[src/rtl/spdp_pkg.sv]
`timescale 1ns/1ps
package spdp_pkg;
  typedef enum logic [2:0] {
    OP_PUSH     = 3'd0,
    OP_POP      = 3'd1,
    OP_CALL     = 3'd2,
    OP_RET      = 3'd3,
    OP_DP_INC   = 3'd4,
    OP_DP_LD_LO = 3'd5,
    OP_DP_LD_HI = 3'd6,
    OP_DP_PUSH  = 3'd7
  } spdp_op_e;

  function automatic logic is_two_byte(spdp_op_e op);
    return (op == OP_CALL) || (op == OP_RET) || (op == OP_DP_PUSH);
  endfunction
endpackage

[src/rtl/spdp_stack.sv]
`timescale 1ns/1ps
module spdp_stack
  import spdp_pkg::*;
#(
  parameter int ADDR_W = 8,
  parameter int BYTE_W = 8,
  parameter logic [ADDR_W-1:0] SP_RESET = 'h07
) (
  input  logic                  clk,
  input  logic                  rst_n,
  input  logic                  fire,
  input  spdp_op_e              op,
  input  logic [2*BYTE_W-1:0]   cmd_data,
  input  logic [BYTE_W-1:0]     dp_lo,
  input  logic [BYTE_W-1:0]     dp_hi,
  input  logic [BYTE_W-1:0]     ram_rdata,
  output logic [ADDR_W-1:0]     ram_addr,
  output logic [BYTE_W-1:0]     ram_wdata,
  output logic                  ram_we,
  output logic                  busy,
  output logic                  rsp_valid,
  output logic [2*BYTE_W-1:0]   rsp_data,
  output logic [ADDR_W-1:0]     sp
);
  localparam logic [ADDR_W-1:0] ONE = 1;

  logic              phase2;
  logic              p_read;
  logic [BYTE_W-1:0] p_byte;
  logic [ADDR_W-1:0] sp_nxt;
  logic [ADDR_W-1:0] sp_up;
  logic [ADDR_W-1:0] sp_dn;

  assign sp_up = sp + ONE;
  assign sp_dn = sp - ONE;
  assign busy  = phase2;

  always_comb begin
    ram_addr  = sp;
    ram_wdata = '0;
    ram_we    = 1'b0;
    sp_nxt    = sp;
    if (phase2) begin
      if (p_read) begin
        ram_addr = sp;
        sp_nxt   = sp_dn;
      end else begin
        ram_addr  = sp_up;
        ram_wdata = p_byte;
        ram_we    = 1'b1;
        sp_nxt    = sp_up;
      end
    end else if (fire) begin
      case (op)
        OP_PUSH, OP_CALL, OP_DP_PUSH: begin
          ram_addr  = sp_up;
          ram_wdata = (op == OP_DP_PUSH) ? dp_lo : cmd_data[BYTE_W-1:0];
          ram_we    = 1'b1;
          sp_nxt    = sp_up;
        end
        OP_POP, OP_RET: begin
          ram_addr = sp;
          sp_nxt   = sp_dn;
        end
        default: ;
      endcase
    end
  end

  always_ff @(posedge clk) begin
    if (!rst_n) begin
      sp        <= SP_RESET;
      phase2    <= 1'b0;
      p_read    <= 1'b0;
      p_byte    <= '0;
      rsp_valid <= 1'b0;
      rsp_data  <= '0;
    end else begin
      sp        <= sp_nxt;
      rsp_valid <= 1'b0;
      if (phase2) begin
        phase2 <= 1'b0;
        if (p_read) begin
          rsp_valid <= 1'b1;
          rsp_data  <= {p_byte, ram_rdata};
        end
      end else if (fire) begin
        phase2 <= is_two_byte(op);
        p_read <= (op == OP_RET);
        case (op)
          OP_CALL:    p_byte <= cmd_data[2*BYTE_W-1:BYTE_W];
          OP_DP_PUSH: p_byte <= dp_hi;
          OP_RET:     p_byte <= ram_rdata;
          default:    p_byte <= p_byte;
        endcase
        if (op == OP_POP) begin
          rsp_valid <= 1'b1;
          rsp_data  <= {{BYTE_W{1'b0}}, ram_rdata};
        end
      end
    end
  end
endmodule

[src/rtl/spdp_dptr.sv]
`timescale 1ns/1ps
module spdp_dptr
  import spdp_pkg::*;
#(
  parameter int BYTE_W = 8
) (
  input  logic              clk,
  input  logic              rst_n,
  input  logic              fire,
  input  spdp_op_e          op,
  input  logic [BYTE_W-1:0] ld_byte,
  output logic [BYTE_W-1:0] dp_lo,
  output logic [BYTE_W-1:0] dp_hi
);
  localparam int DP_W = 2 * BYTE_W;
  localparam logic [DP_W-1:0] ONE = 1;

  logic [DP_W-1:0] dp_sum;
  assign dp_sum = {dp_hi, dp_lo} + ONE;

  always_ff @(posedge clk) begin
    if (!rst_n) begin
      dp_lo <= '0;
      dp_hi <= '0;
    end else if (fire) begin
      case (op)
        OP_DP_INC:   {dp_hi, dp_lo} <= dp_sum;
        OP_DP_LD_LO: dp_lo <= ld_byte;
        OP_DP_LD_HI: dp_hi <= ld_byte;
        default: ;
      endcase
    end
  end
endmodule

[src/rtl/spdp_unit.sv]
`timescale 1ns/1ps
module spdp_unit
  import spdp_pkg::*;
#(
  parameter int ADDR_W = 8,
  parameter int BYTE_W = 8,
  parameter logic [ADDR_W-1:0] SP_RESET = 'h07
) (
  input  logic                clk,
  input  logic                rst_n,
  input  logic                cmd_valid,
  output logic                cmd_ready,
  input  logic [2:0]          cmd_op,
  input  logic [2*BYTE_W-1:0] cmd_data,
  output logic [ADDR_W-1:0]   ram_addr,
  output logic [BYTE_W-1:0]   ram_wdata,
  output logic                ram_we,
  input  logic [BYTE_W-1:0]   ram_rdata,
  output logic                rsp_valid,
  output logic [2*BYTE_W-1:0] rsp_data,
  output logic [ADDR_W-1:0]   sp,
  output logic [2*BYTE_W-1:0] dptr
);
  spdp_op_e          op;
  logic              fire;
  logic              busy;
  logic [BYTE_W-1:0] dp_lo;
  logic [BYTE_W-1:0] dp_hi;

  assign op        = spdp_op_e'(cmd_op);
  assign cmd_ready = !busy;
  assign fire      = cmd_valid && cmd_ready;
  assign dptr      = {dp_hi, dp_lo};

  spdp_stack #(.ADDR_W(ADDR_W), .BYTE_W(BYTE_W), .SP_RESET(SP_RESET)) u_stack (
    .clk       (clk),
    .rst_n     (rst_n),
    .fire      (fire),
    .op        (op),
    .cmd_data  (cmd_data),
    .dp_lo     (dp_lo),
    .dp_hi     (dp_hi),
    .ram_rdata (ram_rdata),
    .ram_addr  (ram_addr),
    .ram_wdata (ram_wdata),
    .ram_we    (ram_we),
    .busy      (busy),
    .rsp_valid (rsp_valid),
    .rsp_data  (rsp_data),
    .sp        (sp)
  );

  spdp_dptr #(.BYTE_W(BYTE_W)) u_dptr (
    .clk     (clk),
    .rst_n   (rst_n),
    .fire    (fire),
    .op      (op),
    .ld_byte (cmd_data[BYTE_W-1:0]),
    .dp_lo   (dp_lo),
    .dp_hi   (dp_hi)
  );
endmodule

[config.mk]
export PLATFORM = sky130hd
export DESIGN_NAME = spdp_unit
export DESIGN_NICKNAME = d
export VERILOG_FILES = /design/src/rtl/spdp_pkg.sv /design/src/rtl/spdp_stack.sv /design/src/rtl/spdp_dptr.sv /design/src/rtl/spdp_unit.sv
export SDC_FILE = /design/constraint.sdc
export NUM_CORES = 1
export LEC_CHECK = 0
export ABC_AREA = 0
export BUFFER_PORTS_ARGS = -buffer_cell sky130_fd_sc_hd__buf_2
export CAP_MARGIN = 30
export CORE_ASPECT_RATIO = 0.8
export CORE_MARGIN = 8
export CORE_UTILIZATION = 55
export CTS_CLUSTER_DIAMETER = 100
export DETAILED_ROUTE_END_ITERATION = 10
export GPL_TIMING_DRIVEN = 0
export PLACE_DENSITY = 0.83
export SLEW_MARGIN = 20
export SYNTH_ARGS = -nofsm -noshare
export SYNTH_HDL_FRONTEND = slang
export SYNTH_HIERARCHICAL = 1
export SYNTH_SLANG_ARGS = --single-unit
[constraint.sdc]
create_clock -name clk -period 3.05 [get_ports clk]
set_input_delay 0.4575 -clock clk [delete_from_list [all_inputs] [get_ports clk]]
set_output_delay 0.4575 -clock clk [all_outputs]
set_load 0.1 [all_outputs]
* Word-level counts from Yosys, hierarchy flattened
Cells that the tools add are included.
Storage, ports and cells: register bits 51, bits of input ports 30, word-level logic and storage cells 70
Cells by class: bitwise operators 3, reduce and logical (&&, ||, !) cells 20, eq/ne operators 8, $add $sub $neg 3, muxes and demuxes 28
Operators with widths (number):
- $mux W8 | 12
- $mux W16 | 4
- $pmux W8 S2 | 3
- $pmux W8 S3 | 1
- $add A16 B1 Y16 const B | 1
- $eq A3 B3 Y1 const B | 4
- $add A8 B1 Y8 const B | 1
- $mux W1 | 8
- $reduce_and A2 Y1 | 4
- $reduce_bool A2 Y1 | 4
- $sub A8 B1 Y8 const B | 1
- $eq A3 B2 Y1 const B | 2
- $reduce_and A3 Y1 | 2
- $reduce_bool A3 Y1 | 2
- $reduce_or A3 Y1 | 2
- $eq A3 B1 Y1 const B | 1
- $logic_not A3 Y1 | 1
- $not A1 Y1 | 3
- $logic_or A1 B1 Y1 | 2
- $ne A2 B2 Y1 const B | 1
- $reduce_or A2 Y1 | 1
- $logic_and A1 B1 Y1 | 1
- $logic_not A1 Y1 | 1

* Depth between registers and ports, before layout
Gate-level depths: netlist of the first run.
depth in word-level cells 5, mapped depth 7, depth with buffers taken out 5

* Cells and area by module
The synthesis of the first run kept the hierarchy.
Modules (own cells, without submodules):
- spdp_stack | seq. area each 700.7 um2, area an instance 2187.1 um2, cells each 272, times used 1
- spdp_dptr | seq. area each 320.3 um2, area an instance 1071.0 um2, cells each 130, times used 1
- spdp_unit | seq. area each 0.0 um2, area an instance 10.0 um2, cells each 2, times used 1

* Least setup slack after synthesis of the first run
No wires, ideal clock.
path type in2out, start point in cmd_valid, end point out ram_addr[1], path buffers 2, slack -1174 ps, arrival time 3766 ps, stages 6, cell sequence nor2b_1 > nor2b_1 > buf_2 > a211o_1 > buf_2 > o21ai_0
On the way: word-level cells in the longest chain between the ends 3
Ends and longest elaborated chain:
- start: declaration | line spdp_unit.sv:11 | input logic cmd_valid,
- $logic_and A1 B1 Y1 | line spdp_unit.sv:32 | assign fire = cmd_valid && cmd_ready;
- $mux W8 | line spdp_stack.sv:53 | end else if (fire) begin
- $mux W8 | line spdp_stack.sv:43 | if (phase2) begin
- end: declaration | line spdp_unit.sv:15 | output logic [ADDR_W-1:0] ram_addr,
No other way between the ends.

* Worst setup path after layout of the first run
start point reg u_stack.phase2 (netlist: u_stack/busy), end point out ram_addr[6]
On the way: word-level cells in the longest chain between the ends 4
Ends and longest elaborated chain:
- start: declaration | line spdp_stack.sv:27 | logic phase2;
- start signal: assignment | line spdp_stack.sv:88 | phase2 <= is_two_byte(op);
- $logic_not A1 Y1 | line spdp_unit.sv:31 | assign cmd_ready = !busy;
- $logic_and A1 B1 Y1 | line spdp_unit.sv:32
- net fire | line spdp_unit.sv:25 | logic fire;
- $mux W8 | line spdp_stack.sv:53
- $mux W8 | line spdp_stack.sv:43
The timed path passes the listed nets, and every way through them passes these cells.

==> metrics.yaml, run 1 <==
end_kind: "primary output"
antenna_found_initial: 0
path_clk_slew_ps: 100
finalSetupViolCount: 0
cts_max_level: 2
start_util_pct: 56.2
synth-main-ff-cell: "dfxtp_1"
synth-edff-count: 0
hpwlAfterDp_um: 7270
dp_cells: 573
fp.dieArea_um2: 8680
grt_overflow: 0
drt_iter0_markers: 255
diodes: 0
worstPathArrival_ps: 2430
die_w_um: 102
peakVddDrop_mv: 0.257
reg2reg_slack_ps: 1100
drt_wl_total_um: 9870
clockRootBuffer: "clkbuf_8"
hold_viol: 0
avgViaCountPerCell: 6.12
cp.depth: 8
post_dp_cell_area_um2: 3950
drive_gt1_share_pct: 30.1
slew_viol_final: 0
cts_buffer_depth: 2
synth.ff_latch_count: 51
grt_max_degree: 17
slew-limit-headroom_pct: 58.9
ys_seq_area_share_pct: 31.2
syn_nets: 439
port_buffers: 88
final_cells: 583
rsz0062_at_grt: "no"
worstSetupStartpoint: "u_stack/busy"
fmax_ghz: 0.346
fin_total_pwr_mw: 1.82
power_per_cell_area_nw_per_um2: 442
regToRegStartpoint: "u_stack/busy"
async_flop_share_pct: 0
path_max_fanout: 10
critPathMaxStageDelay_ps: 380
grt_pass1_wl_um: 15800
worst_pin_slew_ps: 616
post-place-ws_ps: 21.3
start_kind: "flop"
wl_per_cell_um: 16.9
ioPinCount: 89
synthToLayoutAreaGrowth_pct: 26.2
gp_congestion: 0.914
core_um2: 5820
fin_nets: 536
min_path_type: "primary input to flop"
crit_slowest_cell: "dfxtp_2"
p_leak_nw: 1.76
whs_ps: 397
cp_top_family: "buffers and inverters"
status: "finished, final reports clean"
avgSynthCellArea_um2: 8.09
cp.required_ps: 2590
synth_area_um2: 3270
timing.rr.end: "u_dptr/dp_hi[6]"
ant_nets: 0
cts_buffers: 5
finalWorstSetupSlack_ps: 163
clock_latency_ps: 310
cts_tree: "built"
fin_area_um2: 4120
cp-endpoint: "ram_addr[6]"
die_y_um: 84.9
grt_pass1_vias: 3234
dr.pass1.iters: 5
rows: 25
crit_type: "flop to primary output"
yosysUniqueCellTypes: 67
cpMostUsedCell: "buf_4"
clock-skew-final_ps: 4.45
drc_errors: 0
crit_chain: "nor2b_4 -> nor2b_1 -> buf_2 -> a211o_1 -> buf_4 -> nand4_1 -> xnor2_4 -> buf_4"
clock-sinks: 51
post-route-period-util_pct: 94.7
syn_inst: 404
gr-usage-all-layers_pct: 22.2
cap_violations: 0
critPathBufInv: 3
vias: 3567
rr_worst_depth: 6
yosysWarningCount: 6
post-route-min-period_ps: 2890
-- power breakdown --
part | switching, mW | internal [mW]
logic | 0.401 | 0.142
clock network | 0.243 | 0.327
registers | 0.0245 | 0.685
total | 0.669 | 1.15
-- worst reg2reg max path, cell delays in order, from the launching register on --
cell and delay [ps]:
dfxtp_2 380, nor2b_4 230, buf_4 180, nand3b_2 190, nor2_1 500, and4_1 300
a211oi_1 60
-- layout by cell type, fill, tap and decap left out, types with 5 or more instances in the layout --
cell / instances
nor3_1: 9
buf_4: 9
nand3b_1: 6
o21ai_0: 13
clkbuf_8: 5
a21oi_1: 30
nor2b_1: 6
dfxtp_1: 50
clkbuf_1: 13
a311oi_1: 5
ha_1: 5
nand4_1: 5
nand3_1: 18
inv_1: 11
nand2b_1: 7
mux2i_1: 27
and3_1: 7
nor2_1: 20
buf_2: 92
o211ai_1: 18
nand2_1: 53
o21ai_2: 9
-- how the worst min path moves through the flow --
stage / from / cells after the start / to / slack, ps
6_report: ram_rdata[1] / 3 / u_stack/rsp_data[1] / 400
5_1_grt: ram_rdata[1] / 3 / u_stack/rsp_data[1] / 400
4_1_cts: ram_rdata[1] / 3 / u_stack/rsp_data[1] / 390
3_5_place_dp: u_stack/rsp_data[9] / 2 / u_stack/rsp_data[9] / 440
3_3_place_gp: u_stack/rsp_data[10] / 2 / u_stack/rsp_data[10] / 440
2_1_floorplan: u_stack/p_byte[5] / 2 / u_stack/p_byte[5] / 450
-- routing by layer --
layer  GRT usage, %  routed length, µm
met1           28.1               4070
met2           37.2               4750
met3           4.50                895
met4           5.59                148
met5              0                  0
-- area by class of cell --
class                   count  area [µm²]
plain buffers              30         164
clock buffers               5        68.8
clock inverters             3        67.6
fillers                   515        1690
inverters                  12        45.0
multi-input cells         311        2180
flip-flops and latches     51        1020
well taps                  81         101
repair buffers             90         470
-- Yosys cell counts, types with 2 or more instances --
cell type / instances / area (µm²)
buf_2: 11 / 55.1
a311oi_1: 5 / 43.8
and3_1: 7 / 43.8
mux2i_1: 28 / 280
nand2_1: 53 / 199
nor2b_1: 7 / 43.8
clkbuf_1: 13 / 48.8
inv_1: 11 / 41.3
and3b_1: 3 / 26.3
nand4_1: 5 / 31.3
nor2_1: 20 / 75.1
xnor2_1: 7 / 61.3
nand3_1: 18 / 90.1
buf_6: 4 / 45.0
nor4_2: 2 / 25.0
nand2b_1: 7 / 43.8
and2_1: 4 / 25.0
nor4b_1: 2 / 17.5
o21ai_0: 22 / 110
nor3b_1: 3 / 22.5
nand3_2: 2 / 20.0
o211ai_1: 18 / 135
nand4b_1: 4 / 35.0
ha_1: 5 / 62.6
nor3_1: 9 / 45.0
a211oi_1: 3 / 22.5
nor3_2: 2 / 20.0
nor4_1: 4 / 25.0
nand3b_1: 6 / 45.0
dfxtp_1: 51 / 1020
a21oi_1: 30 / 150
a21boi_0: 3 / 22.5
-- metrics by stage --
stage	utilization, %	setup TNS [ps]
2_1_floorplan	-	-264
3_3_place_gp	67.8	0
3_5_place_dp	67.8	0
4_1_cts	70.5	0
5_1_grt	70.9	0
6_report	70.9	0
-- sequential cells by signal, indices dropped and copies added, names as in the netlist --
name               flops
u_stack/p_byte         8
u_stack/p_read         1
u_stack/busy           1
u_dptr/dp_lo           8
u_stack/sp             8
u_dptr/dp_hi           8
u_stack/rsp_data      16
u_stack/rsp_valid      1
-- cells by family (layout without fill, tap and decap cells) --
| group | count (synthesis) | count (layout) | share of synthesized area (%) |
|---|---|---|---|
| simple gates | 165 | 165 | 27.6 |
| compound gates | 104 | 104 | 21.8 |
| flops | 51 | 51 | 31.2 |
| buf+inv | 42 | 140 | 6.32 |
| mux | 29 | 29 | 8.92 |
| xor+xnor | 8 | 8 | 2.14 |
| fa+ha+maj | 5 | 5 | 1.91 |
-- what timing repair did --
item | CTS | global route
gates resized for setup | 6 | 3
hold buffers | 0 | 0
setup buffers | 0 | 2
endpoints found under the setup margin | 5 | 7
No activity file was read; power rests on OpenSTA's default activity.
==> run 2: changes to the inputs <==
--- a/config.mk
+++ b/config.mk
@@ -15,6 +15,7 @@
 export DETAILED_ROUTE_END_ITERATION = 10
 export GPL_TIMING_DRIVEN = 0
 export PLACE_DENSITY = 0.83
+export REMOVE_ABC_BUFFERS = 1
 export SLEW_MARGIN = 20
 export SYNTH_ARGS = -nofsm -noshare
 export SYNTH_HDL_FRONTEND = slang
==> run 2 against run 1 <==
Net effect: register-to-register slack got worse by 90 ps; die area did not move; count of clock-buffer cells in the layout did not move; sequential share of layout area rose by 2.3 points; cell count fell by 5.5%; critical path depth fell by 2; fmax rose by 0.15%; power fell by 12%; utilization fell by 6.1 points.
==> metrics.yaml, run 2 (synthesized netlist as in run 1, its figures left out) <==
status: "finished, final reports clean"
crit_type: "primary input to primary output"
grt_pass1_vias: 3203  # -0.96%
cts_buffer_depth: 2  # unchanged
drive_gt1_share_pct: 25.5  # -4.5 points
worstPathArrival_ps: 2430  # about the same
swShare_pct: 40.4  # +3.7 points
reg2reg_slack_ps: 1010  # -90 ps
min_path_type: "primary input to flop"
path_clk_slew_ps: 100  # about the same
gp_congestion: 0.907  # -0.74%
end_kind: "primary output"
final_cells: 551  # -5.5%
post-place-ws_ps: -391  # -412 ps
net-switching-power_uw: 646  # -3.4%
fmax_ghz: 0.347  # +0.15%
peakVddDrop_mv: 0.180  # -30%
fp.dieArea_um2: 8680  # unchanged
power_per_cell_area_nw_per_um2: 424  # -4.0%
clkPwrFrac_pct: 25.0  # -6.3 points
rows: 25  # unchanged
cts_max_level: 2  # unchanged
hpwlAfterDp_um: 7000  # -3.7%
mostFrequentLayoutCells: "buf_2, nand2_1, dfxtp_1, a21oi_1, mux2i_1"
pwr-share-comb_pct: 29.9  # about the same
layout_commonest_cell: "buf_2"
regMostFlops: "u_stack/rsp_data"
finalSetupViolCount: 0  # unchanged
finalWorstSetupSlack_ps: 167  # +4.33 ps
post-cts-setup-buffers: 0  # unchanged
core_um2: 5820  # unchanged
die_w_um: 102  # unchanged
drt_wl_total_um: 9660  # -2.1%
gr-usage-all-layers_pct: 22.0  # -0.25 points
drt_iter0_markers: 216  # -15%
drc_errors: 0  # unchanged
ioPinCount: 89  # unchanged
port_buffers: 88  # unchanged
die_y_um: 84.9  # unchanged
cts_buffers: 5  # unchanged
avgViaCountPerCell: 6.06  # -0.96%
start_kind: "primary input"
slew_viol_final: 0  # unchanged
cap_violations: 0  # unchanged
clock-sinks: 51  # unchanged
grt_max_degree: 31  # +14
grt_pass1_wl_um: 15600  # -1.1%
hold_viol: 0  # unchanged
start_util_pct: 56.2  # unchanged
clockRootBuffer: "clkbuf_8"
post-route-min-period_ps: 2880  # -4.33 ps
cp.required_ps: 2590  # about the same
vias: 3339  # -6.4%
path_max_fanout: 25  # +15
whs_ps: 387  # -9.89 ps
wl_per_cell_um: 17.5  # +3.6%
synthToLayoutAreaGrowth_pct: 15.3
internal_power_uw: 953  # -17%
diodes: 0  # unchanged
cts_tree: "built"
worst_pin_slew_ps: 646  # +30.0 ps
grt_overflow: 0  # unchanged
post-route-period-util_pct: 94.5  # -0.14 points
clock_latency_ps: 310  # about the same
power_frac_seq_pct: 45.1  # +6.2 points
antenna_found_initial: 0  # unchanged
ant_nets: 0  # unchanged
largest_reg_flops: 16  # unchanged
p_leak_nw: 1.56  # -11%
clock-skew-final_ps: 9.83  # +5.38 ps
slew-limit-headroom_pct: 56.6  # -2.3 points
dr.pass1.iters: 4  # -1
dp_cells: 543  # -5.2%
fin_nets: 504  # -6.0%
[run 2: what timing repair did]
action / 4_1_cts / 5_1_grt
gates resized for setup: 8 / 4
hold buffers: 0 / 0
setup endpoints to repair: 17 / 7
[run 2: critical path, cell delays in order]
cell and delay [ps]:
buf_2 420, and3_2 490, a211o_2 320, nor2b_1 250
xnor2_1 150, buf_4 310
[run 2: metrics by stage]
stage,setup TNS (ps),util [%],area [µm²],total power [mW]
after floorplan,-20090,-,3110,1.09
after global placement,-1770,62.7,3650,1.20
after detailed placement,-2670,62.7,3650,1.21
after CTS,0,64.6,3760,1.60
after global routing,-11.2,64.8,3770,1.66
final,0,64.8,3770,1.60
[run 2: power by group through the flow]
stage / Sequential (mW) / Combinational [mW] / Clock [mW]
after floorplan: 0.823 / 0.270 / 0
after global placement: 0.735 / 0.463 / 0
after detailed placement: 0.735 / 0.470 / 0
after CTS: 0.720 / 0.472 / 0.411
after global routing: 0.727 / 0.503 / 0.435
final: 0.722 / 0.478 / 0.400
[run 2: area by class of cell]
type | count | area (µm²)
Timing Repair Buffer | 88 | 450
Multi-Input combinational cell | 311 | 2060
Clock inverter | 3 | 20.0
Clock buffer | 5 | 68.8
Fill cell | 540 | 2050
Inverter | 12 | 45.0
Tap cell | 81 | 101
Sequential cell | 51 | 1020
[run 2: path summary, 6_finish.rpt]
check                                           from                    to  depth (start not counted)
worst max-delay path                       cmd_op[2]           ram_addr[5]                          6
worst max register to register          u_stack/busy         u_stack/sp[5]                          5
worst min register to register  u_stack/rsp_data[15]  u_stack/rsp_data[15]                          2
worst min-delay path                    ram_rdata[3]   u_stack/rsp_data[3]                          3
[run 2: layer usage]
layer  vias up  track usage (%)  wire, µm
li1       1597                -         -
met1      1533             28.0      3950
met2       181             35.0      4550
met3        28             4.33       891
met4         0             9.18       268
met5         -                0         0
